==> config.mk <==
export PLATFORM = sky130hd
export DESIGN_NAME = tdm_link_top
export DESIGN_NICKNAME = d
export VERILOG_FILES = /design/src/rtl/tdm_link_pkg.sv /design/src/rtl/tdm_seq.sv /design/src/rtl/tdm_tx.sv /design/src/rtl/tdm_relay.sv /design/src/rtl/tdm_rx.sv /design/src/rtl/tdm_link_top.sv
export SDC_FILE = /design/constraint.sdc
export NUM_CORES = 1
export LEC_CHECK = 0
export BUFFER_PORTS_ARGS = -buffer_cell sky130_fd_sc_hd__buf_2
export CORE_AREA = 2 2 46 48
export CTS_BUF_LIST = sky130_fd_sc_hd__clkbuf_4 sky130_fd_sc_hd__clkbuf_8
export CTS_CLUSTER_DIAMETER = 30
export CTS_CLUSTER_SIZE = 14
export DETAILED_ROUTE_END_ITERATION = 7
export DIE_AREA = 0 0 48 50
export PLACE_DENSITY = 0.82
export REMOVE_ABC_BUFFERS = 1
export SKIP_LAST_GASP = 1
export SYNTH_ARGS = -nofsm -noshare
export SYNTH_HDL_FRONTEND = slang
export SYNTH_SLANG_ARGS = --single-unit
==> constraint.sdc <==
create_clock -name clk -period 1.3 [get_ports clk]
set_input_delay 0.195 -clock clk [delete_from_list [all_inputs] [get_ports clk]]
set_output_delay 0.195 -clock clk [all_outputs]
set_load 0.02 [all_outputs]
==> src/rtl/tdm_link_pkg.sv <==
package tdm_link_pkg;

  // Microcycles per emulation cycle: one compute slot plus enough
  // communication slots for the direct wires and for both relay hops.
  function automatic int micro_count(input int nd, input int nr, input int np);
    int dir_slots;
    int rel_slots;
    dir_slots = (nd + np - 1) / np;
    rel_slots = nr + 1;
    return 1 + ((dir_slots > rel_slots) ? dir_slots : rel_slots);
  endfunction

  // Slot in which direct signal i crosses.
  function automatic int dir_slot(input int i, input int np);
    return 1 + i / np;
  endfunction

  // Slots of the two hops of relayed signal j.
  function automatic int hop1_slot(input int j);
    return 1 + j;
  endfunction

  function automatic int hop2_slot(input int j);
    return 2 + j;
  endfunction

endpackage

==> src/rtl/tdm_seq.sv <==
// One-hot microcycle ring. All zero means idle; start loads slot 0.
module tdm_seq #(
  parameter int M = 4
) (
  input  logic         clk,
  input  logic         rst,
  input  logic         start,
  output logic [M-1:0] ph
);

  always_ff @(posedge clk) begin
    if (rst) begin
      ph <= '0;
    end else if (start) begin
      ph <= M'(1);
    end else begin
      ph <= {ph[M-2:0], ph[M-1]};
    end
  end

endmodule

==> src/rtl/tdm_tx.sv <==
// Sending side: snapshot in the compute slot, scheduled drive of the wires.
module tdm_tx #(
  parameter int N_DIR = 6,
  parameter int N_REL = 2,
  parameter int N_PIN = 2,
  parameter int M     = 4,
  localparam int NSIG = N_DIR + N_REL
) (
  input  logic             clk,
  input  logic             rst,
  input  logic [M-1:0]     ph,
  input  logic [NSIG-1:0]  sig_in,
  output logic [N_PIN-1:0] dir_pin,
  output logic             ab_pin
);
  import tdm_link_pkg::*;

  logic [NSIG-1:0] snap;

  always_ff @(posedge clk) begin
    if (rst) begin
      snap <= '0;
    end else if (ph[0]) begin
      snap <= sig_in;
    end
  end

  always_comb begin
    dir_pin = '0;
    for (int i = 0; i < N_DIR; i++) begin
      dir_pin[i % N_PIN] = dir_pin[i % N_PIN] | (ph[dir_slot(i, N_PIN)] & snap[i]);
    end
  end

  always_comb begin
    ab_pin = 1'b0;
    for (int j = 0; j < N_REL; j++) begin
      ab_pin = ab_pin | (ph[hop1_slot(j)] & snap[N_DIR + j]);
    end
  end

endmodule

==> src/rtl/tdm_relay.sv <==
// Intermediate partition: catches first-hop bits, resends them one slot later.
module tdm_relay #(
  parameter int N_REL = 2,
  parameter int M     = 4
) (
  input  logic         clk,
  input  logic         rst,
  input  logic [M-1:0] ph,
  input  logic         ab_pin,
  output logic         bc_pin
);
  import tdm_link_pkg::*;

  logic [N_REL-1:0] hold;

  for (genvar j = 0; j < N_REL; j++) begin : g_hold
    always_ff @(posedge clk) begin
      if (rst) begin
        hold[j] <= 1'b0;
      end else if (ph[hop1_slot(j)]) begin
        hold[j] <= ab_pin;
      end
    end
  end

  always_comb begin
    bc_pin = 1'b0;
    for (int j = 0; j < N_REL; j++) begin
      bc_pin = bc_pin | (ph[hop2_slot(j)] & hold[j]);
    end
  end

endmodule

==> src/rtl/tdm_rx.sv <==
// Receiving side: one holding register per logical signal.
module tdm_rx #(
  parameter int N_DIR = 6,
  parameter int N_REL = 2,
  parameter int N_PIN = 2,
  parameter int M     = 4,
  localparam int NSIG = N_DIR + N_REL
) (
  input  logic             clk,
  input  logic             rst,
  input  logic [M-1:0]     ph,
  input  logic [N_PIN-1:0] dir_pin,
  input  logic             bc_pin,
  output logic [NSIG-1:0]  sig_out
);
  import tdm_link_pkg::*;

  for (genvar i = 0; i < N_DIR; i++) begin : g_dir
    always_ff @(posedge clk) begin
      if (rst) begin
        sig_out[i] <= 1'b0;
      end else if (ph[dir_slot(i, N_PIN)]) begin
        sig_out[i] <= dir_pin[i % N_PIN];
      end
    end
  end

  for (genvar j = 0; j < N_REL; j++) begin : g_rel
    always_ff @(posedge clk) begin
      if (rst) begin
        sig_out[N_DIR + j] <= 1'b0;
      end else if (ph[hop2_slot(j)]) begin
        sig_out[N_DIR + j] <= bc_pin;
      end
    end
  end

endmodule

==> src/rtl/tdm_link_top.sv <==
module tdm_link_top #(
  parameter int N_DIR = 6,
  parameter int N_REL = 2,
  parameter int N_PIN = 2,
  localparam int NSIG = N_DIR + N_REL,
  localparam int M    = tdm_link_pkg::micro_count(N_DIR, N_REL, N_PIN)
) (
  input  logic            clk,
  input  logic            rst,
  input  logic            start,
  input  logic [NSIG-1:0] sig_in,
  output logic [NSIG-1:0] sig_out,
  output logic            cycle_done
);

  logic [M-1:0]     ph_a;
  logic [M-1:0]     ph_b;
  logic [M-1:0]     ph_c;
  logic [N_PIN-1:0] dir_pin;
  logic             ab_pin;
  logic             bc_pin;

  tdm_seq #(.M(M)) u_seq_a (.clk(clk), .rst(rst), .start(start), .ph(ph_a));
  tdm_seq #(.M(M)) u_seq_b (.clk(clk), .rst(rst), .start(start), .ph(ph_b));
  tdm_seq #(.M(M)) u_seq_c (.clk(clk), .rst(rst), .start(start), .ph(ph_c));

  tdm_tx #(.N_DIR(N_DIR), .N_REL(N_REL), .N_PIN(N_PIN), .M(M)) u_tx (
    .clk(clk), .rst(rst), .ph(ph_a), .sig_in(sig_in),
    .dir_pin(dir_pin), .ab_pin(ab_pin)
  );

  tdm_relay #(.N_REL(N_REL), .M(M)) u_relay (
    .clk(clk), .rst(rst), .ph(ph_b), .ab_pin(ab_pin), .bc_pin(bc_pin)
  );

  tdm_rx #(.N_DIR(N_DIR), .N_REL(N_REL), .N_PIN(N_PIN), .M(M)) u_rx (
    .clk(clk), .rst(rst), .ph(ph_c), .dir_pin(dir_pin), .bc_pin(bc_pin),
    .sig_out(sig_out)
  );

  assign cycle_done = ph_c[M-1];

endmodule

==> flow_metrics.env <==
export IMPL_grt_pass1_wl_um=2690
export IMPL_final_core_util=0.601
export IMPL_place_gp_congestion=0.732
export IMPL_fmax_mhz=851
export IMPL_io_buffers=19
export IMPL_cp_startpoint="u_seq_a.ph[1]$_SDFF_PP0_"
export IMPL_post_cts_resized=0
export IMPL_r2r_cells=2
export IMPL_crit_chain="a222oi_1 -> a211oi_1"
export IMPL_intPower_mw=1.26
export IMPL_vias_per_cell=4.94
export IMPL_status="completed"
export IMPL_setup_viol=0
export IMPL_grt_pass1_vias=648
export IMPL_vias=696
export IMPL_synth_area_leader_cell="dfxtp_1"
export IMPL_place_inst=133
export IMPL_clk_latency_ps=320
export IMPL_core_area_sq_mm=0.00190
export IMPL_synth_common_cells="dfxtp_1 (30), nor2_1 (25), a211oi_1 (10)"
export IMPL_wl_um=1550
export IMPL_hold_violations=0
export IMPL_slew_viol_final=0
export IMPL_crit_path_end="u_rx.sig_out[5]$_SDFFE_PP0P_"
export IMPL_hpwl_um=1130
export IMPL_layout_cells_non_filler=141
export IMPL_pwr_share_clk=0.356
export IMPL_num_antenna_cells=0
export IMPL_cts_htree_levels=2
export IMPL_final_nets=124
export IMPL_drive_above_1_share=0.263
export IMPL_grt_max_degree=22
export IMPL_worst_path_buf_inv=0
export IMPL_cts_tree="done"
export IMPL_ios=20
export IMPL_maxCapViolations=0
export IMPL_arrival_ps=1360
export IMPL_die_w_um=48
export IMPL_worst_pin_slew_ps=553
export IMPL_setup_tns_ps=0
export IMPL_cp_max_fo=4
export IMPL_min_path_type="primary input to flip-flop"
export IMPL_dominantRegCellSynth="dfxtp_1"
export IMPL_postSynthAreaPerCell_sq_um=10.7
export IMPL_irDropWorstVdd_v=0.000757
export IMPL_cpMaxStageDelayCell="a222oi_1"
export IMPL_ff2ff_setup_slack_ps=120
export IMPL_pwr_density_cell_mw_per_mm2=1410
export IMPL_start_util=0.502
export IMPL_seq_area_frac_synth=0.629
export IMPL_rsz0062_at_grt="no"
export IMPL_reg2reg_from="u_seq_a.ph[1]$_SDFF_PP0_"
export IMPL_p_sw_mw=0.349
export IMPL_yosysMostFrequentCell="dfxtp_1"
export IMPL_cp_start_kind="flip-flop"
export IMPL_clock_sinks=30
export IMPL_antenna_found_initial=0
export IMPL_p_seq_frac=0.598
export IMPL_synth_area_leaders="dfxtp_1 (63%), nor2_1 (9.8%), mux2i_1 (8.4%), a211oi_1 (7.9%), and2_1 (5.2%)"
export IMPL_synth_top_area_frac=0.629
export IMPL_period_share=0.904
export IMPL_firstDrtPassIters=4
export IMPL_yosysWarningCount=0
export IMPL_async_flop_share=0
export IMPL_clkTransAtPathRegs_ps=90
export IMPL_synth_seq_cells=30
export IMPL_clockRootBuffer="clkbuf_4"
export IMPL_cts_hold_repair_buffers=0
export IMPL_drtIter0Drc=9
export IMPL_swShare=0.216
export IMPL_overflow=0
export IMPL_cts_buffers=5
export IMPL_cts_setup_buffers=0
export IMPL_drc=0
export IMPL_row_count=16
export IMPL_p_comb_frac=0.046
export IMPL_ys_types=10
export IMPL_fin_crit_ps=1180
export IMPL_synth_edf_count=0
export IMPL_required_ps=1490
export IMPL_critical_path_class="flip-flop to flip-flop"
export IMPL_fp_dieH_um=50
export IMPL_ant_nets=0
export IMPL_syn_to_final_growth_pct=19.8
export IMPL_grt_use_total=0.166
export IMPL_power_leakage_nw=0.475
export IMPL_worst_setup_path_end_kind="flip-flop"
export IMPL_max_slew_margin=0.631
export IMPL_wl_per_cell_um=11.0
export IMPL_fp_dieArea_sq_mm=0.00240
export IMPL_netlist_area_sq_um=955
export IMPL_cp_top_family="compound AO/OA/AOI/OAI gates"
export IMPL_clk_path_buf_depth=2
export IMPL_synth_cells=89
export IMPL_cp_num_cells=2
export IMPL_r2r_end="u_rx.sig_out[5]$_SDFFE_PP0P_"
export IMPL_skew_ps=7.28
export IMPL_critical_path_max_stage_delay_ps=560
-- placed cells by master, fill, tap and decap left out --
| master | count |
|---|---|
| clkbuf_8 | 1 |
| clkinv_2 | 1 |
| buf_4 | 1 |
| and2_1 | 8 |
| a211oi_1 | 10 |
| a22oi_1 | 2 |
| buf_2 | 19 |
| nor2_1 | 25 |
| dfxtp_2 | 1 |
| dfxtp_1 | 29 |
| mux2i_1 | 8 |
| and2_2 | 1 |
| clkbuf_4 | 6 |
| a222oi_1 | 2 |
-- power by group through the flow --
| stage | logic (mW) | registers (mW) | clock network, mW |
|---|---|---|---|
| after detailed placement | 0.0744 | 0.986 | 0 |
| after global placement | 0.0726 | 0.986 | 0 |
| final | 0.0736 | 0.964 | 0.575 |
| after CTS | 0.0745 | 0.965 | 0.601 |
| after floorplan | 0.0343 | 0.986 | 0 |
| after global routing | 0.0855 | 0.968 | 0.651 |
-- metrics by stage --
| stage | hold WS, ps | instance area, sq um | power, mW | worst slack, ps |
|---|---|---|---|---|
| final | 105 | 1140 | 1.61 | 125 |
| after global routing | 109 | 1140 | 1.70 | 40.7 |
| after CTS | 87.1 | 1140 | 1.64 | 48.3 |
| after detailed placement | 415 | 1080 | 1.06 | 148 |
| after global placement | 408 | 1080 | 1.06 | 252 |
| after floorplan | 267 | 942 | 1.02 | 319 |
-- worst min path at each step --
stage | startpoint | end | slack [ps] | cells past startpoint
floorplan | rst | u_seq_a.ph[0]$_SDFF_PP0_ | 270 | 1
global placement | u_seq_c.ph[0]$_SDFF_PP0_ | u_seq_c.ph[1]$_SDFF_PP0_ | 410 | 1
detailed placement | u_seq_c.ph[0]$_SDFF_PP0_ | u_seq_c.ph[1]$_SDFF_PP0_ | 410 | 1
CTS | sig_in[0] | u_tx.snap[0]$_SDFFE_PP0P_ | 90 | 3
global route | sig_in[7] | u_tx.snap[7]$_SDFFE_PP0P_ | 110 | 3
finish | sig_in[0] | u_tx.snap[0]$_SDFFE_PP0P_ | 110 | 3
-- metal layers --
layer	part of all wire	wire length [um]	track usage	vias to the layer above
li1	-	-	-	357
met2	0.43	669	0.220	24
met5	0	0	0	-
met4	0.019	29	0.0946	0
met1	0.48	748	0.203	312
met3	0.066	102	0.0989	3
-- worst register-to-register path: stages, from the launching register on --
cell      delay (ps)
dfxtp_1          340
a222oi_1         560
a211oi_1         150
-- flip-flops by register name, summed over array words and instances, names as in the netlist --
signal        cells
u_seq_c.ph        4
u_relay.hold      2
u_seq_b.ph        4
u_rx.sig_out      8
u_seq_a.ph        4
u_tx.snap         8
-- kinds of logic (layout without fill, tap and decap cells) --
| group | after synthesis | in the layout | synth area share |
|---|---|---|---|
| buf+inv | 3 | 28 | 0.0131 |
| mux | 8 | 8 | 0.0839 |
| simple gates | 34 | 34 | 0.159 |
| flops | 30 | 30 | 0.629 |
| compound gates | 14 | 14 | 0.115 |
-- final cells by class --
| type | instances | area, sq um |
|---|---|---|
| Clock inverter | 1 | 5.00 |
| Timing Repair Buffer | 20 | 103 |
| Clock buffer | 7 | 58.8 |
| Tap cell | 27 | 33.8 |
| Sequential cell | 30 | 602 |
| Multi-Input combinational cell | 56 | 342 |
| Fill cell | 181 | 758 |
Power figures use the tool's default switching activity.
